**config.mk**
```make
export PLATFORM = sky130hd
export DESIGN_NAME = gpio_port_regs
export DESIGN_NICKNAME = d
export VERILOG_FILES = /design/src/rtl/gpio_port_pkg.sv /design/src/rtl/gpio_rst_sync.sv /design/src/rtl/gpio_in_sync.sv /design/src/rtl/gpio_pad_drive.sv /design/src/rtl/gpio_port_regs.sv
export SDC_FILE = /design/constraint.sdc
export NUM_CORES = 1
export LEC_CHECK = 0
export BUFFER_PORTS_ARGS = -buffer_cell sky130_fd_sc_hd__buf_4
export CORE_ASPECT_RATIO = 1.25
export CORE_MARGIN = 8
export CORE_UTILIZATION = 35
export DETAILED_ROUTE_END_ITERATION = 12
export PLACE_DENSITY_LB_ADDON = 0.08
export SLEW_MARGIN = 15
export SYNTH_ARGS = -nofsm -noshare
export SYNTH_HDL_FRONTEND = slang
export SYNTH_SLANG_ARGS = --single-unit
```
**constraint.sdc**
```tcl
create_clock -name clk -period 15.7 [get_ports clk]
set_input_delay 1.57 -clock clk [delete_from_list [all_inputs] [get_ports clk]]
set_output_delay 1.57 -clock clk [all_outputs]
set_load 0.01 [all_outputs]
```
**src/rtl/gpio_port_pkg.sv**
```systemverilog
package gpio_port_pkg;

  localparam int unsigned MAX_PINS = 16;

  typedef enum logic [1:0] {
    PM_IN    = 2'd0,
    PM_PUSH  = 2'd1,
    PM_DRAIN = 2'd2,
    PM_QUASI = 2'd3
  } pin_mode_e;

  // word index (byte address bits [5:2]) inside the register window
  localparam logic [3:0] WIX_MODE  = 4'd0;
  localparam logic [3:0] WIX_DOUT  = 4'd1;
  localparam logic [3:0] WIX_WMASK = 4'd2;
  localparam logic [3:0] WIX_INOFF = 4'd3;
  localparam logic [3:0] WIX_LEVEL = 4'd4;
  localparam logic [3:0] WIX_PULL  = 4'd5;
  localparam logic [3:0] WIX_SLEW  = 4'd6;

  // spread a per-pin mask over 2-bit fields
  function automatic logic [2*MAX_PINS-1:0] widen2(input logic [MAX_PINS-1:0] m);
    logic [2*MAX_PINS-1:0] r;
    for (int i = 0; i < MAX_PINS; i++) r[2*i +: 2] = {2{m[i]}};
    return r;
  endfunction

endpackage

```
**src/rtl/gpio_rst_sync.sv**
```systemverilog
module gpio_rst_sync (
  input  logic clk,
  input  logic arst_n,
  output logic rst_n_o
);
  logic ff1_q, ff2_q;

  always_ff @(posedge clk or negedge arst_n) begin
    if (!arst_n) begin
      ff1_q <= 1'b0;
      ff2_q <= 1'b0;
    end else begin
      ff1_q <= 1'b1;
      ff2_q <= ff1_q;
    end
  end

  assign rst_n_o = ff2_q;
endmodule

```
**src/rtl/gpio_in_sync.sv**
```systemverilog
module gpio_in_sync
  import gpio_port_pkg::*;
#(
  parameter logic [MAX_PINS-1:0] PIN_MASK = '1
) (
  input  logic                clk,
  input  logic                rst_n,
  input  logic [MAX_PINS-1:0] pad_i,
  input  logic [MAX_PINS-1:0] off_i,
  output logic [MAX_PINS-1:0] level_o
);
  logic [MAX_PINS-1:0] meta_q, stab_q, lvl_q, lvl_d;

  always_comb begin
    lvl_d = stab_q & ~off_i & PIN_MASK;
  end

  always_ff @(posedge clk or negedge rst_n) begin
    if (!rst_n) begin
      meta_q <= '0;
      stab_q <= '0;
      lvl_q  <= '0;
    end else begin
      meta_q <= pad_i;
      stab_q <= meta_q;
      lvl_q  <= lvl_d;
    end
  end

  assign level_o = lvl_q;

  // a disabled input path must read 0 on the cycle after the disable is seen
  assert_off_reads_zero_R4: assert property (@(posedge clk) disable iff (!rst_n)
    1'b1 |=> ((level_o & $past(off_i)) == '0));

endmodule

```
**src/rtl/gpio_pad_drive.sv**
```systemverilog
module gpio_pad_drive
  import gpio_port_pkg::*;
#(
  parameter logic [MAX_PINS-1:0] PIN_MASK = '1
) (
  input  logic [2*MAX_PINS-1:0] mode_i,
  input  logic [MAX_PINS-1:0]   dout_i,
  input  logic [MAX_PINS-1:0]   boost_i,
  output logic [MAX_PINS-1:0]   oe_o,
  output logic [MAX_PINS-1:0]   out_o,
  output logic [MAX_PINS-1:0]   weak_o
);
  for (genvar gi = 0; gi < MAX_PINS; gi++) begin : g_pin
    if (PIN_MASK[gi]) begin : g_live
      logic [1:0] m;
      assign m = mode_i[2*gi +: 2];
      assign oe_o[gi]   = (m == PM_PUSH)
                        | ((m == PM_DRAIN) & ~dout_i[gi])
                        | ((m == PM_QUASI) & (~dout_i[gi] | boost_i[gi]));
      assign weak_o[gi] = (m == PM_QUASI) & dout_i[gi] & ~boost_i[gi];
      assign out_o[gi]  = dout_i[gi];
    end else begin : g_dead
      assign oe_o[gi]   = 1'b0;
      assign weak_o[gi] = 1'b0;
      assign out_o[gi]  = 1'b0;
    end
  end
endmodule

```
**src/rtl/gpio_port_regs.sv**
```systemverilog
module gpio_port_regs
  import gpio_port_pkg::*;
#(
  parameter logic [MAX_PINS-1:0] PIN_MASK   = 16'hFFFF,
  parameter int unsigned         ADDR_W     = 12,
  parameter int unsigned         ALIAS_BASE = 'h800,
  parameter int unsigned         PORT_IDX   = 0
) (
  input  logic                  clk,
  input  logic                  arst_n,
  input  logic                  bus_req,
  input  logic                  bus_we,
  input  logic [ADDR_W-1:0]     bus_addr,
  input  logic [31:0]           bus_wdata,
  output logic [31:0]           bus_rdata,
  input  logic [MAX_PINS-1:0]   pad_in,
  output logic [MAX_PINS-1:0]   pad_oe,
  output logic [MAX_PINS-1:0]   pad_out,
  output logic [MAX_PINS-1:0]   pad_weak_pu,
  output logic [2*MAX_PINS-1:0] pad_pull,
  output logic [MAX_PINS-1:0]   pad_slew
);
  localparam logic [2*MAX_PINS-1:0] PAIR_MASK  = widen2(PIN_MASK);
  localparam logic [ADDR_W-7:0]     ALIAS_PAGE = (ADDR_W-6)'((ALIAS_BASE + PORT_IDX*64) >> 6);

  logic rst_n_s;

  gpio_rst_sync u_rst (
    .clk     (clk),
    .arst_n  (arst_n),
    .rst_n_o (rst_n_s)
  );

  // ---------------- address decode ----------------
  logic       aligned, reg_hit, alias_hit;
  logic       reg_wr, reg_rd, alias_wr, alias_rd;
  logic [3:0] word_ix, alias_pin;

  assign aligned   = (bus_addr[1:0] == 2'b00);
  assign word_ix   = bus_addr[5:2];
  assign alias_pin = bus_addr[5:2];
  assign reg_hit   = bus_req & aligned & (bus_addr[ADDR_W-1:6] == '0);
  assign alias_hit = bus_req & aligned & (bus_addr[ADDR_W-1:6] == ALIAS_PAGE);
  assign reg_wr    = reg_hit & bus_we;
  assign reg_rd    = reg_hit & ~bus_we;
  assign alias_wr  = alias_hit & bus_we;
  assign alias_rd  = alias_hit & ~bus_we;

  // ---------------- state ----------------
  logic [2*MAX_PINS-1:0] mode_q, mode_d, pull_q, pull_d;
  logic [MAX_PINS-1:0]   dout_q, dout_d, wmask_q, wmask_d;
  logic [MAX_PINS-1:0]   inoff_q, inoff_d, slew_q, slew_d;
  logic [MAX_PINS-1:0]   boost_q, boost_d;
  logic                  mode_en, dout_en, wmask_en, inoff_en, pull_en, slew_en;
  logic [MAX_PINS-1:0]   level;

  // next-state and clock enables
  always_comb begin
    mode_en  = 1'b0;
    dout_en  = 1'b0;
    wmask_en = 1'b0;
    inoff_en = 1'b0;
    pull_en  = 1'b0;
    slew_en  = 1'b0;
    mode_d   = bus_wdata & PAIR_MASK;
    pull_d   = bus_wdata & PAIR_MASK;
    wmask_d  = bus_wdata[MAX_PINS-1:0] & PIN_MASK;
    slew_d   = bus_wdata[MAX_PINS-1:0] & PIN_MASK;
    inoff_d  = bus_wdata[31:16] & PIN_MASK;
    dout_d   = dout_q;
    if (reg_wr) begin
      case (word_ix)
        WIX_MODE:  mode_en  = 1'b1;
        WIX_DOUT: begin
          dout_en = 1'b1;
          dout_d  = ((bus_wdata[MAX_PINS-1:0] & ~wmask_q) | (dout_q & wmask_q)) & PIN_MASK;
        end
        WIX_WMASK: wmask_en = 1'b1;
        WIX_INOFF: inoff_en = 1'b1;
        WIX_PULL:  pull_en  = 1'b1;
        WIX_SLEW:  slew_en  = 1'b1;
        default: ;
      endcase
    end
    if (alias_wr && PIN_MASK[alias_pin]) begin
      dout_en           = 1'b1;
      dout_d[alias_pin] = bus_wdata[0];
    end
    boost_d = dout_d & ~dout_q;
  end

  always_ff @(posedge clk or negedge rst_n_s) begin
    if (!rst_n_s) begin
      mode_q  <= '0;
      dout_q  <= PIN_MASK;
      wmask_q <= '0;
      inoff_q <= '0;
      pull_q  <= '0;
      slew_q  <= '0;
      boost_q <= '0;
    end else begin
      if (mode_en)  mode_q  <= mode_d;
      if (dout_en)  dout_q  <= dout_d;
      if (wmask_en) wmask_q <= wmask_d;
      if (inoff_en) inoff_q <= inoff_d;
      if (pull_en)  pull_q  <= pull_d;
      if (slew_en)  slew_q  <= slew_d;
      boost_q <= boost_d;
    end
  end

  // ---------------- input path ----------------
  gpio_in_sync #(.PIN_MASK(PIN_MASK)) u_in (
    .clk     (clk),
    .rst_n   (rst_n_s),
    .pad_i   (pad_in),
    .off_i   (inoff_q),
    .level_o (level)
  );

  // ---------------- pad drive ----------------
  gpio_pad_drive #(.PIN_MASK(PIN_MASK)) u_drv (
    .mode_i  (mode_q),
    .dout_i  (dout_q),
    .boost_i (boost_q),
    .oe_o    (pad_oe),
    .out_o   (pad_out),
    .weak_o  (pad_weak_pu)
  );

  assign pad_pull = pull_q;
  assign pad_slew = slew_q;

  // ---------------- read mux ----------------
  always_comb begin
    bus_rdata = '0;
    if (reg_rd) begin
      case (word_ix)
        WIX_MODE:  bus_rdata = mode_q;
        WIX_DOUT:  bus_rdata = {16'h0, dout_q};
        WIX_WMASK: bus_rdata = {16'h0, wmask_q};
        WIX_INOFF: bus_rdata = {inoff_q, 16'h0};
        WIX_LEVEL: bus_rdata = {16'h0, level};
        WIX_PULL:  bus_rdata = pull_q;
        WIX_SLEW:  bus_rdata = {16'h0, slew_q};
        default:   bus_rdata = '0;
      endcase
    end else if (alias_rd) begin
      bus_rdata = {31'h0, level[alias_pin]};
    end
  end

  // ---------------- assertions ----------------
  assert_masked_bits_hold_R3: assert property (@(posedge clk) disable iff (!rst_n_s)
    (reg_wr && word_ix == WIX_DOUT) |=>
      ((dout_q & $past(wmask_q)) == ($past(dout_q) & $past(wmask_q))));

  assert_alias_ignores_mask_R7: assert property (@(posedge clk) disable iff (!rst_n_s)
    (alias_wr && PIN_MASK[alias_pin]) |=> (dout_q[$past(alias_pin)] == $past(bus_wdata[0])));

  assert_boost_one_cycle_R9: assert property (@(posedge clk) disable iff (!rst_n_s)
    (boost_q != '0) |=> ((boost_q & $past(boost_q)) == '0));

  assert_absent_alias_zero_R2: assert property (@(posedge clk) disable iff (!rst_n_s)
    (alias_rd && !PIN_MASK[alias_pin]) |-> (bus_rdata == '0));

  assert_absent_pads_quiet_R2: assert property (@(posedge clk) disable iff (!rst_n_s)
    1'b1 |-> (((pad_oe | pad_weak_pu | pad_out) & ~PIN_MASK) == '0));

endmodule

```
==> results of run 1 <==
## stage by stage
| stage | utilization (%) | area, um2 |
|---|---|---|
| 3_5_place_dp | 41.7 | 10800 |
| 2_1_floorplan | - | 9100 |
| 4_1_cts | 43.9 | 11400 |
| 3_3_place_gp | 41.7 | 10800 |
| 5_1_grt | 43.9 | 11400 |
| 6_report | 43.9 | 11400 |
## sequential cells by signal (all words and copies together) (netlist names)
register       flops
dout_q            16
pad_slew          16
u_in.stab_q       16
u_rst.rst_n_o      1
u_rst.ff1_q        1
inoff_q           16
u_in.meta_q       16
mode_q            32
u_in.level_o      16
pad_pull          32
boost_q           16
wmask_q           16
## where the power goes
group | leakage (nW) | internal [mW] | total (mW) | switching, mW
sequential | 2.54 | 0.507 | 0.513 | 0.00566
clock | 0.283 | 0.212 | 0.424 | 0.212
combinational | 2.55 | 0.0211 | 0.0584 | 0.0374
total | 5.37 | 0.740 | 0.995 | 0.255
## how the worst max path moves through the flow
stage                      endpoint  slack (ns)  cells past startpoint                    start
2_1_floorplan  boost_q[0]$_DFF_PN0_        9.92                      0  u_rst.rst_n_o$_DFF_PN0_
3_3_place_gp          bus_rdata[14]        9.96                      7              bus_addr[6]
3_5_place_dp          bus_rdata[14]        9.94                      6              bus_addr[1]
4_1_cts               bus_rdata[14]        9.94                      6              bus_addr[1]
5_1_grt               bus_rdata[14]        9.80                      6              bus_addr[1]
6_report              bus_rdata[14]        9.92                      6              bus_addr[1]
## metal layers
| metal | GRT usage [%] | up-vias | routed length [um] |
|---|---|---|---|
| li1 | - | 3146 | - |
| met1 | 24.3 | 3537 | 13200 |
| met2 | 32.5 | 242 | 15100 |
| met3 | 4.36 | 29 | 1670 |
| met4 | 5.62 | 0 | 580 |
| met5 | 0 | - | 0 |
## cell families (layout without fill, tap and decap cells)
logic type | after synthesis | count (layout) | synth area share (%)
and+or+nand+nor | 207 | 207 | 13.3
other | 1 | 1 | 0.0412
muxes | 142 | 142 | 18.5
AOI/OAI and AO/OA | 145 | 145 | 10.7
buffers and inverters | 66 | 251 | 3.90
DFF | 194 | 194 | 53.5
## layout make-up
cell class	count	area share (%)
sequential	194	43.0
clock inverter	14	1.23
clock buffer	18	3.78
tap	340	3.75
timing repair buffer	201	13.3
multi-input combinational	495	34.4
inverter	18	0.595
## critical path, cell delays in order
cell	delay, ns
buf_4	0.13
nor4b_4	0.85
nand3_1	0.69
buf_4	0.48
a31oi_1	0.29
buf_4	0.18
## cells in the mapped netlist, types with 14 or more instances
cell | count | area (um2)
nand2_1 | 28 | 105
nor2b_1 | 28 | 175
buf_2 | 14 | 70.1
mux2i_1 | 28 | 280
nand3_1 | 14 | 70.1
clkbuf_1 | 20 | 75.1
o21ai_0 | 47 | 235
a222oi_1 | 17 | 170
dfstp_2 | 16 | 420
nor3_1 | 21 | 105
mux2_4 | 30 | 450
nand4_1 | 18 | 113
a21oi_1 | 27 | 135
dfrtp_1 | 178 | 4450
inv_1 | 18 | 67.6
nor2_1 | 42 | 158
mux2_2 | 82 | 923
a22oi_1 | 18 | 135
==> flow_summary.json, run 1 <==
{
  "timing.reg2reg.setup_slack_ns": 13.74,
  "routed_wirelength_um": 30500,
  "placement_rows": 66,
  "leakagePower_nw": 5.37,
  "grt_max_degree": 63,
  "root_buffer": "clkbuf_16",
  "worstSetupStartpointType": "input port",
  "worst_slew_pin_slew_ns": 1.11,
  "grt_setup_unrepaired": "false",
  "powerDensity_mw_per_mm2": 87.7,
  "slew_headroom_pct": 25.6,
  "finalNetCount": 991,
  "vias_per_cell": 5.43,
  "timing.critical_path.to_type": "output port",
  "number_of_antenna_violations_at_the_first_check_in_global_routing": 0,
  "ys_ff_latch": 194,
  "p_total_uw": 995,
  "timing.hold.ws_ns": 0.199,
  "timing_hold_violations_final": 0,
  "worst_slack_ns": 9.92,
  "global_route_wire_length_before_repair_um": 46200,
  "ys_warn_count": 0,
  "sequential_to_total_area_share_from_yosys_stat_pct": 53.5,
  "worst_r2r_endpoint": "pad_pull[4]$_DFFE_PN0P_",
  "layout.area.seq_mm2": 0.00488,
  "timing.rr.start": "u_rst.rst_n_o$_DFF_PN0_",
  "worst_ep_arrival_ns": 4.21,
  "start_util_pct": 35.2,
  "design.die.area_mm2": 0.0315,
  "fp.dieH_um": 196,
  "finalCritPeriodShare_pct": 36.8,
  "finalWorstPathRequiredPeriod_ns": 5.78,
  "cts_hold_buf": 0,
  "cap_violations": 0,
  "setup_viol": 0,
  "postSynth.asyncResetShare_pct": 100,
  "detailed_route_via_count": 6954,
  "design.portCount": 192,
  "cts.path.max_buffers": 2,
  "clk_pin_slew_worst_paths_ns": 0.08,
  "place_hpwl_um": 21700,
  "syn_area_per_cell_um2": 12.1,
  "drt_drc_violations_left": 0,
  "port_buffers": 191,
  "antenna_cells": 0,
  "clock_tree.htree_level_count": 4,
  "edff_count_synth": 0,
  "die_width_um": 160,
  "multiInputGateArea_mm2": 0.00390,
  "post_layout_nonfiller_instances": 1280,
  "global_route.overflow_total": 0,
  "ys_types": 51,
  "postSynth.topFlopCell": "dfrtp_1",
  "criticalPathCategory": "in -> out",
  "syn-cell-area_mm2": 0.00910,
  "clock_skew_ns": 0.0113,
  "min_path_type": "reg -> async",
  "detail-route-antenna-nets": 0,
  "synthesis.nets": 819,
  "mostFrequentLayoutCell": "buf_4",
  "final.setup.tns_ns": 0,
  "critPathMaxFanout": 21,
  "status": "completed",
  "layout.cells.most_common_list": "201 x buf_4, 177 x dfrtp_1, 82 x mux2_2",
  "grt_pass1_vias": 7368,
  "required_ns": 14.13,
  "ir_worst_vdd_mv": 0.0686,
  "detail_route.iter0.violations": 501,
  "clock_sink_count": 194,
  "area_growth_syn_to_layout_pct": 24.7,
  "final_max_slew_viol_count": 0,
  "post_route_cells_drive_above_1_share_pct": 40.4,
  "clk_latency_ns": 0.43,
  "fill_cells": 2525,
  "post_drt_wl_per_cell_um": 23.8,
  "syn_inst": 755,
  "post_cts_repair_timing_setup_buffer_count": 0,
  "drtPass1Iterations": 9,
  "clock_tree_from_tritoncts": "yes",
  "timing.reg2reg.worst_path_depth": 2,
  "dp.cells": 1248,
  "gpl.final_weighted_congestion": 0.861,
  "pre_cts_ws_ns": 9.94,
  "fmax_mhz": 173,
  "core_region_area_mm2": 0.0258,
  "cts_made_buffers": 17,
  "post_cts_resize_count": 0,
  "grtUsageTotal_pct": 19.2
}
Power figures use the tool's default switching activity.
==> run 2, diff against run 1 <==
==> constraint.sdc (replaced) <==
create_clock -name clk -period 5.15 [get_ports clk]
set_input_delay 0.515 -clock clk [delete_from_list [all_inputs] [get_ports clk]]
set_output_delay 0.515 -clock clk [all_outputs]
set_load 0.01 [all_outputs]
==> flow_summary.json, run 2 (synthesis results as in run 1) <==
{
  "design.portCount": 192,
  "timing.critical_path.to_type": "output port",
  "clock_skew_ns": 0.00798,
  "start_util_pct": 35.2,
  "setup_viol": 0,
  "worst_slew_pin_slew_ns": 1.06,
  "slew_headroom_pct": 29.2,
  "antenna_cells": 0,
  "ir_worst_vdd_mv": 0.221,
  "clk_pin_slew_worst_paths_ns": 0.08,
  "cts_made_buffers": 17,
  "clk_latency_ns": 0.44,
  "final_area_mm2": 0.0114,
  "post_drt_wl_per_cell_um": 24.2,
  "cellInternalPower_mw": 2.31,
  "grt_max_degree": 107,
  "powerDensity_mw_per_mm2": 271,
  "fmax_mhz": 296,
  "fp.dieH_um": 196,
  "clock_tree.htree_level_count": 4,
  "timing.reg2reg.setup_slack_ns": 3.73,
  "final.setup.tns_ns": 0,
  "drtPass1Iterations": 5,
  "sequentialPowerShare_pct": 50.7,
  "detail_route.iter0.violations": 511,
  "crit_family": "simple AND/OR/NAND/NOR gates",
  "cts.path.max_buffers": 2,
  "timing_hold_violations_final": 0,
  "worstSetupStartpointType": "input port",
  "finalNetCount": 994,
  "critPathMaxFanout": 36,
  "slowest_cell_on_the_critical_path": "nor2_4",
  "area_growth_syn_to_layout_pct": 25.2,
  "critical_path.n_buffers_inverters": 3,
  "global_route.overflow_total": 0,
  "required_ns": 4.64,
  "switching_share_pct": 25.1,
  "comb_power_share_pct": 5.8,
  "critical_path.cell_chain": "buf_4 > nand2b_1 > nor2_4 > buf_4 > a22oi_1 > a21oi_1 > buf_4",
  "drt_drc_violations_left": 0,
  "power.clock.fraction_pct": 43.5,
  "place_hpwl_um": 21900,
  "pre_cts_ws_ns": 1.84,
  "status": "completed",
  "port_buffers": 191,
  "crit_path_frequent_cell": "buf_4",
  "grtUsageTotal_pct": 19.9,
  "layout.cells.most_common_list": "202 x buf_4, 177 x dfrtp_1, 82 x mux2_2",
  "finalWorstPathRequiredPeriod_ns": 3.38,
  "min_path_type": "in -> reg",
  "root_buffer": "clkbuf_16",
  "global_route_wire_length_before_repair_um": 47400,
  "leakagePower_nw": 5.39,
  "grt_setup_unrepaired": "false",
  "core_region_area_mm2": 0.0258,
  "worst_slack_ns": 1.77,
  "grt_pass1_vias": 7608,
  "detail-route-antenna-nets": 0,
  "postLayoutCoreUtil_pct": 44.1,
  "finalCritPeriodShare_pct": 65.6,
  "post_route_cells_drive_above_1_share_pct": 40.5,
  "cap_violations": 0,
  "criticalPathCategory": "in -> out",
  "worst_path_largest_cell_delay_ns": 0.66,
  "worst_ep_arrival_ns": 2.86,
  "clock_sink_count": 194,
  "number_of_antenna_violations_at_the_first_check_in_global_routing": 0,
  "detailed_route_via_count": 7025,
  "placement_rows": 66,
  "die_width_um": 160,
  "mostFrequentLayoutCell": "buf_4",
  "post_cts_repair_timing_setup_buffer_count": 0,
  "net-switching-power_uw": 774,
  "vias_per_cell": 5.48,
  "final_max_slew_viol_count": 0,
  "placedInstanceArea_mm2": 0.0108,
  "routed_wirelength_um": 31000,
  "clock_tree_from_tritoncts": "yes",
  "design.die.area_mm2": 0.0315,
  "gpl.final_weighted_congestion": 0.847
}
## run 2: cell types whose count changed in the layout (fill, tap and decap cells not counted), sizes merged
cell	previous run	this run
clkbuf	18	19
clkinv	6	4
bufinv	0	1
dlygate4sd3	0	1
buf	201	203
## run 2: stage by stage
step / power [mW] / std cells / hold WS (ns)
6_report: 3.08 / 1283 / 0.174
5_1_grt: 3.19 / 1283 / 0.156
4_1_cts: 3.12 / 1283 / 0.152
3_5_place_dp: 1.78 / 1250 / 0.237
3_3_place_gp: 1.77 / 1250 / 0.233
2_1_floorplan: 1.67 / 755 / 0.219
## run 2: power groups by stage
stage                     combinational [mW]  clock, mW  sequential (mW)
final                                  0.179       1.34             1.56
after global routing                   0.196       1.43             1.57
after CTS                              0.182       1.37             1.56
after detailed placement               0.181          0             1.59
after global placement                 0.180          0             1.59
after floorplan                       0.0682          0             1.60
## run 2: what timing repair did
item | 4_1_cts | 5_1_grt
gates resized for setup | 0 | 0
hold buffers | 1 | 0
endpoints found under the hold margin | 2 | 0
## run 2: path summary, 6_finish.rpt
path / startpoint / endpoint / depth (start not counted)
max reg2reg: u_rst.rst_n_o$_DFF_PN0_ / pad_pull[7]$_DFFE_PN0P_ / 1
min in group asynchronous: u_rst.rst_n_o$_DFF_PN0_ / u_in.meta_q[3]$_DFF_PN0_ / 0
min reg2reg: u_rst.rst_n_o$_DFF_PN0_ / u_in.meta_q[3]$_DFF_PN0_ / 0
max: bus_addr[4] / bus_rdata[5] / 7
max in group asynchronous: u_rst.rst_n_o$_DFF_PN0_ / pad_pull[7]$_DFFE_PN0P_ / 1
min: pad_in[12] / u_in.meta_q[12]$_DFF_PN0_ / 1
## run 2: cell type report
| cell class | instances | area (um2) |
|---|---|---|
| Multi-Input combinational cell | 495 | 3900 |
| Fill cell | 2490 | 14400 |
| Inverter | 18 | 67.6 |
| Tap cell | 340 | 425 |
| Clock inverter | 13 | 138 |
| Timing Repair Buffer | 204 | 1550 |
| Sequential cell | 194 | 4880 |
| Clock buffer | 19 | 443 |
## run 2: per-layer routing
metal / routed length [um] / part of all wire, % / track usage [%] / vias up
met5: 0 / 0 / 0 / -
met4: 977 / 3.1 / 7.66 / 0
met3: 1780 / 5.7 / 4.70 / 49
met2: 14800 / 48 / 32.7 / 264
met1: 13500 / 43 / 24.9 / 3544
li1: - / - / - / 3168
